### src/rtl/hb_gate_pkg.sv
package hb_gate_pkg;
   typedef enum logic [1:0] {
      ST_WAIT  = 2'd0,
      ST_RUN   = 2'd1,
      ST_FAULT = 2'd2
   } hb_state_t;
endpackage

### src/rtl/hb_nonoverlap.sv
module hb_nonoverlap #(
   parameter int DT_W        = 6,
   parameter int SYNC_STAGES = 0
) (
   input  logic            clk,
   input  logic            rst_n,
   input  logic            sw_phase_i,
   input  logic [DT_W-1:0] dead_cfg_i,
   input  logic            run_ok_i,
   input  logic            flim_i,
   output logic            hi_o,
   output logic            lo_o,
   output logic            boundary_o
);
   localparam logic [DT_W-1:0] DT_ONE = DT_W'(1);

   logic            ph_in;
   logic            ph_q;
   logic            ph_edge;
   logic            ph_rise;
   logic [DT_W-1:0] dt_load;
   logic [DT_W-1:0] dt_cnt_q;
   logic            cyc_en_q;
   logic            hi_q;
   logic            lo_q;

   generate
      if (DT_W < 2) begin : g_bad_width
         $error("hb_nonoverlap: DT_W must be at least 2");
      end
      if (SYNC_STAGES < 0) begin : g_bad_sync
         $error("hb_nonoverlap: SYNC_STAGES must not be negative");
      end
      if (SYNC_STAGES == 0) begin : g_direct
         assign ph_in = sw_phase_i;
      end else begin : g_sync
         logic [SYNC_STAGES-1:0] chain_q;
         always_ff @(posedge clk or negedge rst_n) begin
            if (!rst_n) chain_q <= '0;
            else        chain_q <= {chain_q[SYNC_STAGES-2 >= 0 ? SYNC_STAGES-2 : 0 : 0], sw_phase_i};
         end
         assign ph_in = chain_q[SYNC_STAGES-1];
      end
   endgenerate

   assign ph_edge    = ph_in ^ ph_q;
   assign ph_rise    = ph_in & ~ph_q;
   assign boundary_o = ph_rise;
   assign dt_load    = (dead_cfg_i == '0) ? DT_ONE : dead_cfg_i;

   always_ff @(posedge clk or negedge rst_n) begin
      if (!rst_n) begin
         ph_q     <= 1'b0;
         cyc_en_q <= 1'b0;
      end else begin
         ph_q <= ph_in;
         if (!run_ok_i)    cyc_en_q <= 1'b0;
         else if (ph_rise) cyc_en_q <= ~flim_i;
      end
   end

   always_ff @(posedge clk or negedge rst_n) begin
      if (!rst_n) begin
         dt_cnt_q <= '0;
         hi_q     <= 1'b0;
         lo_q     <= 1'b0;
      end else if (ph_edge) begin
         dt_cnt_q <= dt_load - DT_ONE;
         hi_q     <= 1'b0;
         lo_q     <= 1'b0;
      end else if (dt_cnt_q != '0) begin
         dt_cnt_q <= dt_cnt_q - DT_ONE;
         hi_q     <= 1'b0;
         lo_q     <= 1'b0;
      end else begin
         hi_q <= ph_q & cyc_en_q & run_ok_i;
         lo_q <= ~ph_q & cyc_en_q & run_ok_i;
      end
   end

   assign hi_o = hi_q;
   assign lo_o = lo_q;

   assert_edge_clears_R3: assert property (@(posedge clk) disable iff (!rst_n)
      ph_edge |=> (!hi_q && !lo_q));

   assert_whole_cycle_R6: assert property (@(posedge clk) disable iff (!rst_n)
      (!ph_rise && run_ok_i) |=> $stable(cyc_en_q));
endmodule

### src/rtl/hb_slow_ocp.sv
module hb_slow_ocp #(
   parameter int SLOW_CYCLES = 8
) (
   input  logic clk,
   input  logic rst_n,
   input  logic enable_i,
   input  logic boundary_i,
   input  logic ocp_slow_i,
   output logic trip_o
);
   localparam int CW = (SLOW_CYCLES > 2) ? $clog2(SLOW_CYCLES) : 1;
   localparam logic [CW-1:0] LAST = CW'(SLOW_CYCLES - 1);

   logic [CW-1:0] cnt_q;
   logic          seen_q;

   generate
      if (SLOW_CYCLES < 2) begin : g_bad_count
         $error("hb_slow_ocp: SLOW_CYCLES must be at least 2");
      end
   endgenerate

   always_ff @(posedge clk or negedge rst_n) begin
      if (!rst_n) begin
         cnt_q  <= '0;
         seen_q <= 1'b0;
      end else if (!enable_i) begin
         cnt_q  <= '0;
         seen_q <= 1'b0;
      end else if (boundary_i) begin
         seen_q <= ocp_slow_i;
         if (!seen_q)          cnt_q <= '0;
         else if (cnt_q != LAST) cnt_q <= cnt_q + CW'(1);
      end else begin
         seen_q <= seen_q | ocp_slow_i;
      end
   end

   assign trip_o = enable_i & boundary_i & seen_q & (cnt_q == LAST);

   assert_cnt_clear_R8: assert property (@(posedge clk) disable iff (!rst_n)
      !enable_i |=> (cnt_q == '0));
endmodule

### src/rtl/hb_seq_ctrl.sv
module hb_seq_ctrl
   import hb_gate_pkg::*;
#(
   parameter int RECOVER_CLKS = 1024
) (
   input  logic      clk,
   input  logic      rst_n,
   input  logic      bulk_ok_i,
   input  logic      ocp_fast_i,
   input  logic      slow_trip_i,
   input  logic      ss_done_i,
   output hb_state_t state_o,
   output logic      ss_req_o
);
   localparam int TW = $clog2(RECOVER_CLKS);

   hb_state_t     state_q;
   logic [TW-1:0] timer_q;
   logic          ss_pend_q;

   generate
      if (RECOVER_CLKS < 2) begin : g_bad_recover
         $error("hb_seq_ctrl: RECOVER_CLKS must be at least 2");
      end
   endgenerate

   always_ff @(posedge clk or negedge rst_n) begin
      if (!rst_n) begin
         state_q   <= ST_WAIT;
         timer_q   <= '0;
         ss_pend_q <= 1'b0;
      end else begin
         case (state_q)
            ST_WAIT: begin
               if (bulk_ok_i) begin
                  state_q   <= ST_RUN;
                  ss_pend_q <= 1'b1;
               end
            end
            ST_RUN: begin
               if (ss_done_i) ss_pend_q <= 1'b0;
               if (ocp_fast_i || slow_trip_i) begin
                  state_q   <= ST_FAULT;
                  timer_q   <= TW'(RECOVER_CLKS - 1);
                  ss_pend_q <= 1'b0;
               end else if (!bulk_ok_i) begin
                  state_q   <= ST_WAIT;
                  ss_pend_q <= 1'b0;
               end
            end
            ST_FAULT: begin
               if (timer_q == '0) state_q <= ST_WAIT;
               else               timer_q <= timer_q - TW'(1);
            end
            default: state_q <= ST_WAIT;
         endcase
      end
   end

   assign state_o  = state_q;
   assign ss_req_o = (state_q == ST_RUN) & ss_pend_q;

   assert_fault_hold_R9: assert property (@(posedge clk) disable iff (!rst_n)
      (state_q == ST_FAULT && timer_q != '0) |=> (state_q == ST_FAULT));

   assert_bulk_start_R2: assert property (@(posedge clk) disable iff (!rst_n)
      (state_q == ST_WAIT && bulk_ok_i) |=> ss_req_o);
endmodule

### src/rtl/hb_gate_seq.sv
module hb_gate_seq
   import hb_gate_pkg::*;
#(
   parameter int DT_W         = 6,
   parameter int SLOW_CYCLES  = 8,
   parameter int RECOVER_CLKS = 1024,
   parameter int SYNC_STAGES  = 0
) (
   input  logic            clk,
   input  logic            rst_n,
   input  logic            sw_phase_i,
   input  logic [DT_W-1:0] dead_cfg_i,
   input  logic            flim_i,
   input  logic            ocp_fast_i,
   input  logic            ocp_slow_i,
   input  logic            bulk_ok_i,
   input  logic            ss_done_i,
   output logic            gate_hi_o,
   output logic            gate_lo_o,
   output logic            fault_o,
   output logic            ss_req_o
);
   hb_state_t state;
   logic      in_run;
   logic      hi_raw;
   logic      lo_raw;
   logic      boundary;
   logic      slow_trip;

   assign in_run = (state == ST_RUN);

   hb_nonoverlap #(
      .DT_W        (DT_W),
      .SYNC_STAGES (SYNC_STAGES)
   ) i_nonoverlap (
      .clk        (clk),
      .rst_n      (rst_n),
      .sw_phase_i (sw_phase_i),
      .dead_cfg_i (dead_cfg_i),
      .run_ok_i   (in_run),
      .flim_i     (flim_i),
      .hi_o       (hi_raw),
      .lo_o       (lo_raw),
      .boundary_o (boundary)
   );

   hb_slow_ocp #(
      .SLOW_CYCLES (SLOW_CYCLES)
   ) i_slow_ocp (
      .clk        (clk),
      .rst_n      (rst_n),
      .enable_i   (in_run),
      .boundary_i (boundary),
      .ocp_slow_i (ocp_slow_i),
      .trip_o     (slow_trip)
   );

   hb_seq_ctrl #(
      .RECOVER_CLKS (RECOVER_CLKS)
   ) i_seq_ctrl (
      .clk         (clk),
      .rst_n       (rst_n),
      .bulk_ok_i   (bulk_ok_i),
      .ocp_fast_i  (ocp_fast_i),
      .slow_trip_i (slow_trip),
      .ss_done_i   (ss_done_i),
      .state_o     (state),
      .ss_req_o    (ss_req_o)
   );

   assign gate_hi_o = hi_raw & in_run & ~ocp_fast_i;
   assign gate_lo_o = lo_raw & in_run & ~ocp_fast_i;
   assign fault_o   = (state == ST_FAULT);

   assert_no_overlap_R4: assert property (@(posedge clk) disable iff (!rst_n)
      !(gate_hi_o && gate_lo_o));

   assert_fault_quiet_R9: assert property (@(posedge clk) disable iff (!rst_n)
      fault_o |-> (!gate_hi_o && !gate_lo_o));

   assert_fast_trip_R7: assert property (@(posedge clk) disable iff (!rst_n)
      (in_run && ocp_fast_i) |=> fault_o);
endmodule

### config.mk
export PLATFORM = sky130hd
export DESIGN_NAME = hb_gate_seq
export DESIGN_NICKNAME = d
export VERILOG_FILES = /design/src/rtl/hb_gate_pkg.sv /design/src/rtl/hb_nonoverlap.sv /design/src/rtl/hb_slow_ocp.sv /design/src/rtl/hb_seq_ctrl.sv /design/src/rtl/hb_gate_seq.sv
export SDC_FILE = /design/constraint.sdc
export NUM_CORES = 1
export LEC_CHECK = 0
export ABC_AREA = 1
export BUFFER_PORTS_ARGS = -buffer_cell sky130_fd_sc_hd__buf_2
export CAP_MARGIN = 10
export CORE_ASPECT_RATIO = 0.75
export CORE_MARGIN = 2
export CORE_UTILIZATION = 49
export CTS_CLUSTER_DIAMETER = 50
export CTS_CLUSTER_SIZE = 20
export DETAILED_ROUTE_END_ITERATION = 8
export PLACE_DENSITY = 0.72
export REMOVE_ABC_BUFFERS = 1
export SLEW_MARGIN = 20
export SYNTH_ARGS = -nofsm -noshare
export SYNTH_HDL_FRONTEND = slang
export SYNTH_HIERARCHICAL = 1
export SYNTH_SLANG_ARGS = --single-unit
### constraint.sdc
create_clock -name clk -period 3.3 [get_ports clk]
set_clock_uncertainty 0.05 [all_clocks]
set_input_delay 0.33 -clock clk [delete_from_list [all_inputs] [get_ports clk]]
set_output_delay 0.33 -clock clk [all_outputs]
set_load 0.05 [all_outputs]
==> key figures <==
Detailed routing
  – Post-Route WL: approximately 3.1 mm
  – Vias: 1429
  – Wire length per cell: approximately 10 µm
  – DRC violations left: 0
  – Met1 Wirelength: 1.65 mm
  – Iteration-0 DRC Markers: 81
  – Final ANT Viol Nets: 0
  – DR pass1 iterations: 5
  – DR WL met3: between 100 and 150 µm
  – WL met2: about 1.3 mm
  – DR vias/cell: between 4 and 5
  – Max layer used: met4

Setup path
  – WP data arrival: between 2 and 2.5 ns
  – R2R Path End: i_seq_ctrl/timer_q[3]
  – Critical path peak fanout: 11
  – R2R cell count: 11
  – Flop2flop setup slack: approximately 1.3 ns
  – CP Capture Type: register
  – Worst setup SP type: register
  – Critical path origin: i_seq_ctrl/state_o[1]
  – Crit Path Class: reg -> reg
  – Critical Path End: i_seq_ctrl/timer_q[3]
  – FF-to-FF Start: i_seq_ctrl/state_o[1]
  – Critical Path RT: about 3.5 ns

Timing
  – Setup_tns: 0 ns
  – Minimum clock period: between 1.5 and 2 ns
  – RSZ-0062 raised after global routing: false
  – Period utilisation layout: 0.591
  – Slew HR: 0.601
  – Least-Margin Pin Slew: 0.598 ns
  – Endpoints failing setup: 0
  – Slew Viols, Final: 0
  – Fmax: just over 0.5 GHz
  – Final Hold Viols: 0

Yosys
  – Mapped cell area: between 1500 and 2000 µm²
  – FFs w/ async S/R, synth: 1.00
  – Yosys warnings: 6
  – Synth Flop Type: dfrtp_1
  – Sequential element share of the synthesized area: 0.382
  – Most common cell in the synthesized netlist: nand2_1
  – Synth area leaders: dfrtp_1, nand2_1, nand3_1, inv_1, ha_1
  – Post-synth top area cell: dfrtp_1
  – Flops & latches, synth: 27
  – Synth top area share: 0.382
  – Synth cell count leaders: nand2_1, inv_1, nand3_1
  – Cells after synthesis: about 240
  – Avg Cell Area, Syn: around 7.4 µm²
  – EDFF count, synth: 0
  – Post-synthesis cell type count: 28

Clocking
  – Post-cts resize count: 0
  – Worst-skew pair later-pin latency: 0.27 ns
  – Clock buffer depth: 2
  – H-tree depth: 1
  – TritonCTS clock tree: done
  – CTS Sinks: 27
  – Clock transition at path regs: roughly 0.090 ns
  – Post-CTS Setup Bufs: 0
  – Root buffer cell: clkbuf_8
  – Post-CTS Hold Fix Bufs: 0
  – Num CTS Buffers: 3

Flow run
  – Max-cap violations: 0

Status
  – Status: finished clean

GRT
  – GR Overflow Total: 0
  – Vias in the first global route: approximately 1300
  – Initial antenna violation count: 0
  – Overall Global Routing Usage: 0.164
  – Largest net degree at the start of global routing: 28
  – Wire length of the first global-routing pass: approximately 5.5 mm

Floorplan
  – Die Footprint: between 4000 and 5000 µm²
  – Initial Util: 0.524
  – Rows: 18
  – CORE AREA: roughly 3400 µm²
  – Die width: about 73 µm
  – Die height: 56.1 µm
  – Io pins: 18

Cells and area
  – Fin cells: around 300
  – Diodes inserted: 0
  – Area delta synth->final: 9.26%
  – Fraction of layout cells with a size suffix above 1: 0.179
  – Fin nets: 281
  – Fillers: 322

Place
  – Routability cong.: around 0.8
  – Placed Cells: between 200 and 300
  – Count of input and output buffers: 17
  – Dpl hpwl: roughly 2.4 mm

Hold path
  – Hold/Removal Path Class: in -> async

Power
  – Design Power: ~0.0016 W
  – Lkg Pwr: 1.09 nW
  – Peak supply drop: between 0.2 and 0.3 mV
  – Power Density: approximately 800 nW/µm²
[flip-flops by register name, summed over array words and instances, names as in the netlist]
register,flops
i_seq_ctrl/ss_pend_q,1
i_seq_ctrl/timer_q,10
i_nonoverlap/hi_o,1
i_slow_ocp/cnt_q,3
i_nonoverlap/lo_o,1
i_seq_ctrl/state_o,2
i_nonoverlap/ph_q,1
i_nonoverlap/cyc_en_q,1
i_nonoverlap/dt_cnt_q,6
i_slow_ocp/seen_q,1
[cells in the final DEF (no fill, tap or decap), drive strengths merged]
| master | n |
|---|---|
| or2 | 1 |
| a21boi | 1 |
| ha | 9 |
| nor3 | 1 |
| clkbuf | 3 |
| dfrtp | 27 |
| inv | 36 |
| mux2i | 1 |
| a21oi | 5 |
| nand3b | 1 |
| nand3 | 35 |
| buf | 17 |
| clkinvlp | 1 |
| nor2 | 30 |
| nand2 | 80 |
| o21ai | 6 |
| nand4 | 1 |
| o211ai | 1 |
| xor2 | 1 |
[per-stage QoR]
step / instance area [µm²] / hold WS, ns / worst slack, ns / utilization
final: 1930 / 0.00549 / 1.35 / 0.573
after detailed placement: 1890 / 0.330 / 1.31 / 0.558
after global routing: 1930 / 0.0471 / 1.18 / 0.573
after CTS: 1930 / 0.0270 / 1.35 / 0.573
after global placement: 1890 / 0.338 / 1.33 / 0.558
after floorplan: 1750 / -0.0156 / 1.55 / -
[power by group]
part | switching, W | internal, W | total [W]
clock | 0.000102 | 0.0000856 | 0.000188
combinational | 0.000543 | 0.000293 | 0.000836
sequential | 0.0000943 | 0.000447 | 0.000541
[routing by layer]
layer  GRT usage  up-vias
li1            -      782
met1       0.249      614
met2       0.245       31
met3      0.0399        2
met4      0.0156        0
met5           0        -
[layout make-up]
type                    instances  area, µm²  area share
multi-input cells             173        940       0.486
flip-flops and latches         27        676       0.349
inverters                      36        135      0.0699
repair buffers                 17       85.1      0.0440
well taps                      40       50.0      0.0259
clock buffers                   3       41.3      0.0213
clock inverters                 1       7.51     0.00388
[worst max-delay path, cell delays in order, from the launching register on]
cell and delay (ns):
dfrtp_1 0.42, inv_2 0.07, nand2_2 0.05, inv_1 0.18, nand3_2 0.17, nor2_1 0.14
nor2_2 0.08, a21boi_4 0.26, nand2_4 0.16, nand2_4 0.16, nand2_1 0.06, nand2_1 0.07
[logic make-up (layout without fill, tap and decap cells)]
kind of cell | after synthesis | after routing | share of synthesized area
muxes | 1 | 1 | 0.00565
adders and majority gates | 9 | 9 | 0.0636
DFF | 27 | 27 | 0.382
and+or+nand+nor | 149 | 149 | 0.404
buffers and inverters | 39 | 57 | 0.0876
AOI/OAI and AO/OA | 13 | 13 | 0.0523
xor gates and xnor gates | 1 | 1 | 0.00495
[worst min path at each step]
stage | startpoint | end | slack [ns] | cells after the start
after floorplan | rst_n | i_nonoverlap/cyc_en_q | -0.02 | 0
after global placement | rst_n | i_seq_ctrl/timer_q[3] | 0.34 | 1
after detailed placement | rst_n | i_seq_ctrl/timer_q[2] | 0.33 | 1
after CTS | rst_n | i_seq_ctrl/timer_q[2] | 0.03 | 1
after global routing | rst_n | i_seq_ctrl/timer_q[2] | 0.05 | 1
final | rst_n | i_seq_ctrl/timer_q[2] | 0.005 | 1
Note: power is estimated with default switching activity, not from simulation.
